File: src/rtl/boot_src_pkg.sv
package boot_src_pkg;
  localparam int unsigned NUM_SRC = 5;

  // Bit index of each source in the one-hot selection; lower index wins.
  typedef enum logic [2:0] {
    SRC_DBG   = 3'd0,
    SRC_ROM   = 3'd1,
    SRC_MEDIA = 3'd2,
    SRC_NVM   = 3'd3,
    SRC_HOST  = 3'd4
  } boot_src_e;

  localparam logic [7:0] SIG_BYTE0 = 8'h44;
  localparam logic [7:0] SIG_BYTE1 = 8'h52;

  typedef enum logic [2:0] {
    SQ_SETTLE,
    SQ_DBG,
    SQ_ROM,
    SQ_MEDIA_CHK,
    SQ_MEDIA_WAIT,
    SQ_NVM,
    SQ_DONE,
    SQ_HALT
  } seq_state_e;

  typedef enum logic [1:0] {
    PR_IDLE,
    PR_REQ,
    PR_GAP,
    PR_DONE
  } probe_state_e;
endpackage

File: src/rtl/boot_settle_timer.sv
module boot_settle_timer #(
  parameter int unsigned SETTLE_W = 24
) (
  input  logic                clk,
  input  logic                rst_n,
  input  logic                clr,
  input  logic                en,
  input  logic [SETTLE_W-1:0] limit,
  output logic                done
);
  logic [SETTLE_W-1:0] cnt_q, cnt_d;

  assign done = (cnt_q >= limit);

  always_comb begin
    cnt_d = cnt_q;
    if (clr) begin
      cnt_d = '0;
    end else if (en && !done) begin
      cnt_d = cnt_q + 1'b1;
    end
  end

  always_ff @(posedge clk or negedge rst_n) begin
    if (!rst_n) cnt_q <= '0;
    else        cnt_q <= cnt_d;
  end
endmodule

File: src/rtl/boot_sig_probe.sv
module boot_sig_probe
  import boot_src_pkg::*;
#(
  parameter int unsigned ADDR_W      = 16,
  parameter int unsigned TIMEOUT_CYC = 16
) (
  input  logic              clk,
  input  logic              rst_n,
  input  logic              start,
  input  logic              abort,
  output logic              req,
  output logic [ADDR_W-1:0] addr,
  input  logic              ack,
  input  logic [7:0]        data,
  output logic              done,
  output logic              match
);
  localparam int unsigned TO_W = $clog2(TIMEOUT_CYC + 1);
  localparam logic [TO_W-1:0] TO_LAST = TO_W'(TIMEOUT_CYC - 1);

  probe_state_e    st_q, st_d;
  logic            idx_q, idx_d;
  logic            hit_q, hit_d;
  logic [TO_W-1:0] tmo_q, tmo_d;

  always_comb begin
    st_d  = st_q;
    idx_d = idx_q;
    hit_d = hit_q;
    tmo_d = tmo_q;
    unique case (st_q)
      PR_IDLE: begin
        if (start) begin
          st_d  = PR_REQ;
          idx_d = 1'b0;
          hit_d = 1'b0;
          tmo_d = '0;
        end
      end
      PR_REQ: begin
        if (ack) begin
          tmo_d = '0;
          if (!idx_q) begin
            if (data == SIG_BYTE0) begin
              idx_d = 1'b1;
              st_d  = PR_GAP;
            end else begin
              hit_d = 1'b0;
              st_d  = PR_DONE;
            end
          end else begin
            hit_d = (data == SIG_BYTE1);
            st_d  = PR_DONE;
          end
        end else if (tmo_q == TO_LAST) begin
          hit_d = 1'b0;
          st_d  = PR_DONE;
        end else begin
          tmo_d = tmo_q + 1'b1;
        end
      end
      PR_GAP:  st_d = PR_REQ;
      PR_DONE: st_d = PR_IDLE;
      default: st_d = PR_IDLE;
    endcase
    if (abort) st_d = PR_IDLE;
  end

  always_ff @(posedge clk or negedge rst_n) begin
    if (!rst_n) begin
      st_q  <= PR_IDLE;
      idx_q <= 1'b0;
      hit_q <= 1'b0;
      tmo_q <= '0;
    end else begin
      st_q  <= st_d;
      idx_q <= idx_d;
      hit_q <= hit_d;
      tmo_q <= tmo_d;
    end
  end

  assign req   = (st_q == PR_REQ);
  assign addr  = {{(ADDR_W-1){1'b0}}, idx_q};
  assign done  = (st_q == PR_DONE);
  assign match = done && hit_q;
endmodule

File: src/rtl/boot_src_sel.sv
module boot_src_sel
  import boot_src_pkg::*;
#(
  parameter int unsigned SETTLE_W     = 24,
  parameter int unsigned ADDR_W       = 16,
  parameter int unsigned TIMEOUT_CYC  = 16,
  parameter logic [15:0] DBG_START    = 16'h0000,
  parameter logic [15:0] ROM_START    = 16'h0400,
  parameter logic [15:0] MEDIA_SECTOR = 16'h0001,
  parameter logic [15:0] NVM_START    = 16'h0000,
  parameter logic [15:0] HOST_START   = 16'h0000
) (
  input  logic                clk,
  input  logic                rst_n,
  input  logic                sleep_req,
  input  logic [SETTLE_W-1:0] settle_cycles,
  input  logic                dbg_strap,
  input  logic                media_sel_n,
  input  logic                media_present,
  output logic                rom_req,
  output logic [ADDR_W-1:0]   rom_addr,
  input  logic                rom_ack,
  input  logic [7:0]          rom_data,
  output logic                nvm_req,
  output logic [ADDR_W-1:0]   nvm_addr,
  input  logic                nvm_ack,
  input  logic [7:0]          nvm_data,
  output logic [4:0]          boot_sel,
  output logic [15:0]         start_addr,
  output logic                decided
);
  // Reset: asserts asynchronously, releases on a clock edge.
  logic rst_meta_q, rst_sync_q;
  always_ff @(posedge clk or negedge rst_n) begin
    if (!rst_n) begin
      rst_meta_q <= 1'b0;
      rst_sync_q <= 1'b0;
    end else begin
      rst_meta_q <= 1'b1;
      rst_sync_q <= rst_meta_q;
    end
  end

  seq_state_e         st_q, st_d;
  logic [NUM_SRC-1:0] sel_q, sel_d;
  logic [15:0]        addr_q, addr_d;
  logic               dec_q, dec_d;
  logic               settle_done, settle_clr, settle_en;
  logic               rom_go, nvm_go;
  logic               rom_done, rom_match, nvm_done, nvm_match;
  logic               pick;
  boot_src_e          pick_src;

  function automatic logic [15:0] src_start(input boot_src_e s);
    logic [15:0] v;
    unique case (s)
      SRC_DBG:   v = DBG_START;
      SRC_ROM:   v = ROM_START;
      SRC_MEDIA: v = MEDIA_SECTOR;
      SRC_NVM:   v = NVM_START;
      default:   v = HOST_START;
    endcase
    return v;
  endfunction

  assign settle_clr = sleep_req || (st_q == SQ_HALT);
  assign settle_en  = (st_q == SQ_SETTLE);

  boot_settle_timer #(.SETTLE_W(SETTLE_W)) u_settle (
    .clk   (clk),
    .rst_n (rst_sync_q),
    .clr   (settle_clr),
    .en    (settle_en),
    .limit (settle_cycles),
    .done  (settle_done)
  );

  boot_sig_probe #(.ADDR_W(ADDR_W), .TIMEOUT_CYC(TIMEOUT_CYC)) u_rom_probe (
    .clk   (clk),
    .rst_n (rst_sync_q),
    .start (rom_go),
    .abort (sleep_req),
    .req   (rom_req),
    .addr  (rom_addr),
    .ack   (rom_ack),
    .data  (rom_data),
    .done  (rom_done),
    .match (rom_match)
  );

  boot_sig_probe #(.ADDR_W(ADDR_W), .TIMEOUT_CYC(TIMEOUT_CYC)) u_nvm_probe (
    .clk   (clk),
    .rst_n (rst_sync_q),
    .start (nvm_go),
    .abort (sleep_req),
    .req   (nvm_req),
    .addr  (nvm_addr),
    .ack   (nvm_ack),
    .data  (nvm_data),
    .done  (nvm_done),
    .match (nvm_match)
  );

  always_comb begin
    st_d     = st_q;
    sel_d    = sel_q;
    addr_d   = addr_q;
    dec_d    = 1'b0;
    rom_go   = 1'b0;
    nvm_go   = 1'b0;
    pick     = 1'b0;
    pick_src = SRC_HOST;
    unique case (st_q)
      SQ_SETTLE: if (settle_done) st_d = SQ_DBG;
      SQ_DBG: begin
        if (dbg_strap) begin
          pick     = 1'b1;
          pick_src = SRC_DBG;
        end else begin
          rom_go = 1'b1;
          st_d   = SQ_ROM;
        end
      end
      SQ_ROM: begin
        if (rom_done) begin
          if (rom_match) begin
            pick     = 1'b1;
            pick_src = SRC_ROM;
          end else begin
            st_d = SQ_MEDIA_CHK;
          end
        end
      end
      SQ_MEDIA_CHK: begin
        if (!media_sel_n) begin
          st_d = SQ_MEDIA_WAIT;
        end else begin
          nvm_go = 1'b1;
          st_d   = SQ_NVM;
        end
      end
      SQ_MEDIA_WAIT: begin
        if (media_present) begin
          pick     = 1'b1;
          pick_src = SRC_MEDIA;
        end
      end
      SQ_NVM: begin
        if (nvm_done) begin
          pick     = 1'b1;
          pick_src = nvm_match ? SRC_NVM : SRC_HOST;
        end
      end
      default: st_d = st_q;
    endcase
    if (pick) begin
      st_d   = SQ_DONE;
      sel_d  = NUM_SRC'(1) << pick_src;
      addr_d = src_start(pick_src);
      dec_d  = 1'b1;
    end
    if (sleep_req) begin
      st_d   = SQ_HALT;
      sel_d  = '0;
      addr_d = '0;
      dec_d  = 1'b0;
      rom_go = 1'b0;
      nvm_go = 1'b0;
    end
  end

  always_ff @(posedge clk or negedge rst_sync_q) begin
    if (!rst_sync_q) begin
      st_q   <= SQ_SETTLE;
      sel_q  <= '0;
      addr_q <= '0;
      dec_q  <= 1'b0;
    end else begin
      st_q   <= st_d;
      sel_q  <= sel_d;
      addr_q <= addr_d;
      dec_q  <= dec_d;
    end
  end

  assign boot_sel   = sel_q;
  assign start_addr = addr_q;
  assign decided    = dec_q;
endmodule

File: config.mk
export PLATFORM = sky130hd
export DESIGN_NAME = boot_src_sel
export DESIGN_NICKNAME = d
export VERILOG_FILES = /design/src/rtl/boot_src_pkg.sv /design/src/rtl/boot_settle_timer.sv /design/src/rtl/boot_sig_probe.sv /design/src/rtl/boot_src_sel.sv
export SDC_FILE = /design/constraint.sdc
export NUM_CORES = 1
export LEC_CHECK = 0
export BUFFER_PORTS_ARGS = -buffer_cell sky130_fd_sc_hd__buf_2
export CAP_MARGIN = 25
export CORE_MARGIN = 5
export CORE_UTILIZATION = 54
export CTS_CLUSTER_DIAMETER = 150
export DETAILED_ROUTE_END_ITERATION = 16
export PLACE_DENSITY = 0.87
export REMOVE_ABC_BUFFERS = 1
export SYNTH_ARGS = -nofsm -noshare
export SYNTH_HDL_FRONTEND = slang
export SYNTH_HIERARCHICAL = 1
export SYNTH_SLANG_ARGS = --single-unit
File: constraint.sdc
create_clock -name clk -period 2.2 [get_ports clk]
set_input_delay 0.11 -clock clk [delete_from_list [all_inputs] [get_ports clk]]
set_output_delay 0.11 -clock clk [all_outputs]
set_load 0.02 [all_outputs]
# Yosys cells after proc, flatten, opt, wreduce, memory -nomap -nowiden
# Index checks and enable logic that the tools add are counted.
[totals] input_bits=48 out_inout_bits=56 word_cells=158 ff_bits=69
[classes] n_mux=78 order_cmp=1 addsub=3 shifts=1 n_eq_ne=38 reduce_logical=22
[op_table] cell="two-way mux 24 bit" n=2
[op_table] cell="two-way mux 5 bit" n=8
[op_table] cell="two-way mux 3 bit" n=12
[op_table] cell="two-way mux 1 bit" n=34
[op_table] cell="equality test 8 x 7 -> 1 bit (second input constant)" n=4
[op_table] cell="two-way mux 16 bit" n=2
[op_table] cell="adder 24 x 1 -> 24 bit (second input constant)" n=1
[op_table] cell=">= comparator 24 bit" n=1
[op_table] cell="one-hot mux 3 bit (4 select lines)" n=2
[op_table] cell="one-hot mux 11 bit (2 select lines)" n=1
[op_table] cell="one-hot mux 5 bit (2 select lines)" n=2
[op_table] cell="two-way mux 2 bit" n=8
[op_table] cell="one-hot mux 2 bit (4 select lines)" n=2
[op_table] cell="inequality test 3 bit (second input constant)" n=4
[op_table] cell="inequality test 4 x 3 -> 1 bit (second input constant)" n=3
[op_table] cell="inequality test 4 bit (second input constant)" n=3
[op_table] cell="AND reduction 3 bit" n=4
[op_table] cell="adder 5 x 1 -> 5 bit (second input constant)" n=2
[op_table] cell="equality test 5 x 4 -> 1 bit (second input constant)" n=2
[op_table] cell="equality test 3 x 2 -> 1 bit (second input constant)" n=3
[op_table] cell="equality test 3 bit (second input constant)" n=3
[op_table] cell="equality test 2 bit (second input constant)" n=4
[op_table] cell="inequality test 4 x 2 -> 1 bit (second input constant)" n=2
[op_table] cell="one-hot mux 1 bit (2 select lines)" n=4
[op_table] cell="other kinds (17)" n=30

# Longest topological paths before layout
[depth] depth_word=9 mapped_depth=11 ltp_nobuf=10

# By module
# Netlist, hierarchy kept.
[modules_own_cells] mod="boot_settle_timer" cells_per_inst=249 n_inst=1 area_each_um2=2112.0 seq_area_each_um2=600.6
[modules_own_cells] mod="boot_sig_probe" cells_per_inst=68 n_inst=2 area_each_um2=665.6 seq_area_each_um2=225.2
[modules_own_cells] mod="boot_src_sel" cells_per_inst=83 n_inst=1 area_each_um2=749.5 seq_area_each_um2=300.3

# Worst setup path after synthesis
# Ideal clock, no wire load.
[synth_path] kind="flip-flop to flip-flop" startpoint="register u_settle.cnt_q[0]" endpoint="register st_q[0] (netlist name)" setup_ps=124 stages_incl_launch_ff=12 n_path_buf=1 period_less_slack_ps=2456 setup_slack_ps=-256 arrival_time_ps=2332 t_required_ps=2076 path_cell_list="dfrtp_1 inv_1 ha_1 nand2b_4 a2111o_1 a31oi_4 nor4_4 buf_6 or2_2 nor2_1 a2111oi_0 a211o_1"
[synth_lines] item="start: declaration" line="boot_settle_timer.sv:11" source="logic [SETTLE_W-1:0] cnt_q, cnt_d;"
[synth_lines] item="start signal: assignment" line="boot_settle_timer.sv:26" source="else cnt_q <= cnt_d;"

# Worst setup path in the final report
[layout_path] startpoint="register u_settle.cnt_q[0]" endpoint="register u_settle.cnt_q[2]"
[layout_between] elab_chain_cells=4 word_cells_on_any_way=7 classes_between="add/sub: 1; order compare: 1; mux: 2; reduce/logical: 3"
[layout_lines] item=">= comparator 24 bit" line="boot_settle_timer.sv:13" source="assign done = (cnt_q >= limit);"
[layout_lines] item="logical NOT 1 bit" line="boot_settle_timer.sv:19" source="end else if (en && !done) begin"
[layout_lines] item="logical AND 1 bit" line="boot_settle_timer.sv:19"
[layout_lines] item="nonzero test 2 bit (no line)"
# Several ways; a longest one is shown, not always the timed one. The select of a mux whose other input is x is not followed.
# A chain may end at the register's enable or synchronous reset.

==> flow_summary.json <==
{
  "dieHeight_um": 98.12,
  "cts_buffers": 5,
  "core_um2": 7647,
  "synth_edf_count": 0,
  "grt_util_met2": 0.3696,
  "rsz0062_at_grt": "yes",
  "finalPower_uw": 1888,
  "start_util": 0.5483,
  "final.setup.worst_slack_ns": -0.3662,
  "routabilityCongestion": 0.8814,
  "viasPerCell": 5.614,
  "gr-usage-all-layers": 0.2109,
  "syn-instance-count": 468,
  "fillers": 543,
  "drt_iter0_drc": 209,
  "cts_sinks": 54,
  "wl_um": 10880,
  "drive_gt1_frac": 0.3523,
  "fin_crit_sh": 1.166,
  "p_per_area_nw_per_um2": 354.2,
  "final_cells": 681,
  "p_leak_uw": 0.002545,
  "multi_input_area_um2": 2750,
  "io_buffers": 59,
  "setup_viol": 25,
  "cpMaxStageDelayCell": "or4_4",
  "seq_area_um2": 1353,
  "area_growth_pct": 27.13,
  "cp_max_fo": 8,
  "antenna_found_initial": 0,
  "whs_ns": 0.08210,
  "clk_latency_ns": 0.32,
  "vdd_drop_max_uv": 289.8,
  "grt_pass1_wl_um": 16980,
  "path_clk_slew_ns": 0.10,
  "status": "finished with violations",
  "maxCapViolCount": 0,
  "yosysSeqAreaShare": 0.3223,
  "ios": 104,
  "slowest_delay_ns": 0.49,
  "grt_max_degree": 41,
  "nets": 655,
  "period_needed_ns": 2.566,
  "core.rowCount": 32,
  "pre_cts_slack_ns": -0.8129,
  "antenna_left": 0,
  "finalClockSkew_ns": 0.009249,
  "fp.dieW_um": 98.12,
  "finalHoldViolCount": 0,
  "gr-total-overflow": 0,
  "place_inst": 651,
  "grt_pass1_vias": 3789,
  "crit_required_ns": 2.44,
  "fin_util": 0.6970,
  "gr-usage-met3": 0.04571,
  "drt_pass1_iterations": 5,
  "cts_buffer_depth": 2,
  "crit_chain": "inv_2 -> ha_4 -> nand2b_4 -> a2111o_1 -> a31oi_4 -> nor4_4 -> buf_12 -> or4_4 -> a21oi_2",
  "cts_htree_levels": 2,
  "hpwl_um": 6927,
  "slew_headroom": 0.4306,
  "antenna_cells": 0,
  "min_path_type": "in -> reg",
  "grt_util_met1": 0.2464,
  "worst_setup_path_start_kind": "register",
  "cts_tree": "done",
  "drt-wirelength-per-cell_um": 15.97,
  "vias": 3823,
  "cts_root_buf": "clkbuf_8",
  "async_flop_share": 1.000,
  "end_kind": "register",
  "synth_area_per_cell_um2": 8.959,
  "ys_ff_latch": 54,
  "yosysWarningCount": 6,
  "synth_area_um2": 4193,
  "criticalPathCategory": "reg -> reg",
  "worstMarginPinSlew_ns": 0.8541,
  "final_max_slew_viol_count": 0,
  "violations": "setup timing",
  "drcViolationCount": 0,
  "cp.arrival_ns": 2.80,
  "synth_cell_types": 61,
  "dieArea_um2": 9627,
  "ys.flop_type": "dfrtp_1",
  "max_freq_mhz": 389.7,
  "busiest_layer": "met2"
}
[registers in the layout, indices dropped and copies added, names as in the netlist]
signal,flops
u_nvm_probe/st_q,2
u_rom_probe/st_q,2
u_nvm_probe/hit_q,1
st_q,3
u_nvm_probe/tmo_q,5
u_rom_probe/idx_q,1
decided,1
u_rom_probe/hit_q,1
rst_sync_q,1
u_nvm_probe/idx_q,1
boot_sel,5
rst_meta_q,1
u_rom_probe/tmo_q,5
u_settle/cnt_q,24
start_addr,1
[final cells by class]
type,count,area share
Timing Repair Buffer,125,0.1606
Tap cell,102,0.02394
Multi-Input combinational cell,357,0.5160
Inverter,35,0.02465
Clock inverter,3,0.008216
Clock buffer,5,0.01291
Sequential cell,54,0.2538
[what timing repair did]
| action | in CTS | in global routing |
|---|---|---|
| endpoints found under the setup margin | 25 | 25 |
| pin swaps | 21 | 8 |
| gates cloned | 4 | 0 |
| hold endpoints to repair | 2 | 0 |
| resized for setup | 52 | 21 |
| hold buffers | 1 | 0 |
| buffers inserted | 10 | 7 |
[metal layers]
layer  part of all wire  up-vias
met3              0.069       43
met2               0.50      164
li1                   -     1806
met4              0.041        0
met5                  0        -
met1               0.39     1810
[power by group]
group	switching, µW	internal, µW	leakage (µW)
logic	133	61.5	0.00175
clock network	349	342	0.0000585
registers	9.41	994	0.000734
total	491	1400	0.00254
[cell families (layout without fill, tap and decap cells)]
family | after synthesis | in the layout | synth area share
and+or+nand+nor | 188 | 189 | 0.2695
DFF | 54 | 54 | 0.3223
other | 4 | 45 | 0.003580
muxes | 21 | 21 | 0.05491
adders and majority gates | 29 | 29 | 0.08654
AOI/OAI and AO/OA | 73 | 73 | 0.1229
buffers and inverters | 99 | 168 | 0.1403
[cell usage in the layout (no fill, tap or decap), drive strengths merged, types with 3 or more instances in the layout]
cell type  synthesis  layout
a211o              3       3
a21oi             19      19
a22o               4       4
and2               3       3
and3               8       8
and4               4       4
buf               56     124
clkbuf             8       5
conb               4      45
dfrtp             54      54
ha                29      29
inv               35      36
mux2              16      16
mux2i              5       5
nand2             21      21
nand2b            12      12
nand3             11      11
nand4              7       7
nand4b             4       4
nor2              35      35
nor2b             13      13
nor3              16      16
nor3b              8       8
nor4              11      12
nor4b              3       3
o21a               3       3
o21ai             10      10
o21bai             3       3
o22ai              4       4
o31ai             12      12
or2                6       6
or4               14      14
[per-stage QoR]
| stage | instance area (µm²) | setup TNS (ns) |
|---|---|---|
| after detailed placement | 4677 | -13.02 |
| after global placement | 4677 | -9.683 |
| final | 5330 | -7.599 |
| after CTS | 5177 | -5.761 |
| after floorplan | 3890 | -15.74 |
| after global routing | 5330 | -9.384 |
[cells in the mapped netlist, types with 3 or more instances]
cell / number / share of area
mux2i_1: 5 / 0.012
nand4b_1: 4 / 0.0084
or2_2: 6 / 0.0090
and2_1: 3 / 0.0045
mux2_2: 16 / 0.043
o31ai_1: 12 / 0.021
nand2b_1: 11 / 0.016
nor4_1: 8 / 0.012
or4_1: 12 / 0.021
inv_1: 35 / 0.031
clkbuf_1: 7 / 0.0063
nor3b_1: 7 / 0.013
nand2_1: 21 / 0.019
nand4_1: 7 / 0.010
o21ai_0: 9 / 0.011
buf_4: 48 / 0.086
a21oi_1: 19 / 0.023
buf_6: 4 / 0.011
dfrtp_1: 54 / 0.32
nor2_1: 35 / 0.031
o22ai_1: 4 / 0.0060
a211o_1: 3 / 0.0063
o21a_1: 3 / 0.0054
and3_1: 8 / 0.012
nor3_1: 16 / 0.019
nand3_1: 11 / 0.013
a22o_1: 4 / 0.0084
and4_1: 4 / 0.0084
ha_1: 29 / 0.087
conb_1: 4 / 0.0036
nor2b_1: 13 / 0.019
buf_2: 4 / 0.0048
nor4b_1: 3 / 0.0063
[path summary, 6_finish.rpt]
check                                         startpoint  cells past startpoint  slack, ns                               end
setup / recovery           u_settle/cnt_q[0]$_DFFE_PN0P_                      9      -0.37     u_settle/cnt_q[2]$_DFFE_PN0P_
hold / removal                                 dbg_strap                      3       0.08               st_q[2]$_DFFE_PN0P_
setup reg to reg           u_settle/cnt_q[0]$_DFFE_PN0P_                      9      -0.37     u_settle/cnt_q[2]$_DFFE_PN0P_
hold reg to reg                     rst_sync_q$_DFF_PN0_                      0       0.28     u_settle/cnt_q[0]$_DFFE_PN0P_
max in group asynchronous           rst_sync_q$_DFF_PN0_                      1       1.37  u_rom_probe/tmo_q[2]$_DFFE_PN0P_
min in group asynchronous                          rst_n                      2       0.09              rst_sync_q$_DFF_PN0_
[critical path: cells and delay by family, from the launching register on]
family          cells  cell delay, ns
simple gates        3            0.76
buf+inv             2            0.24
compound gates      3            0.88
flops               1            0.41
fa+ha+maj           1            0.19
Power figures use the tool's default switching activity.
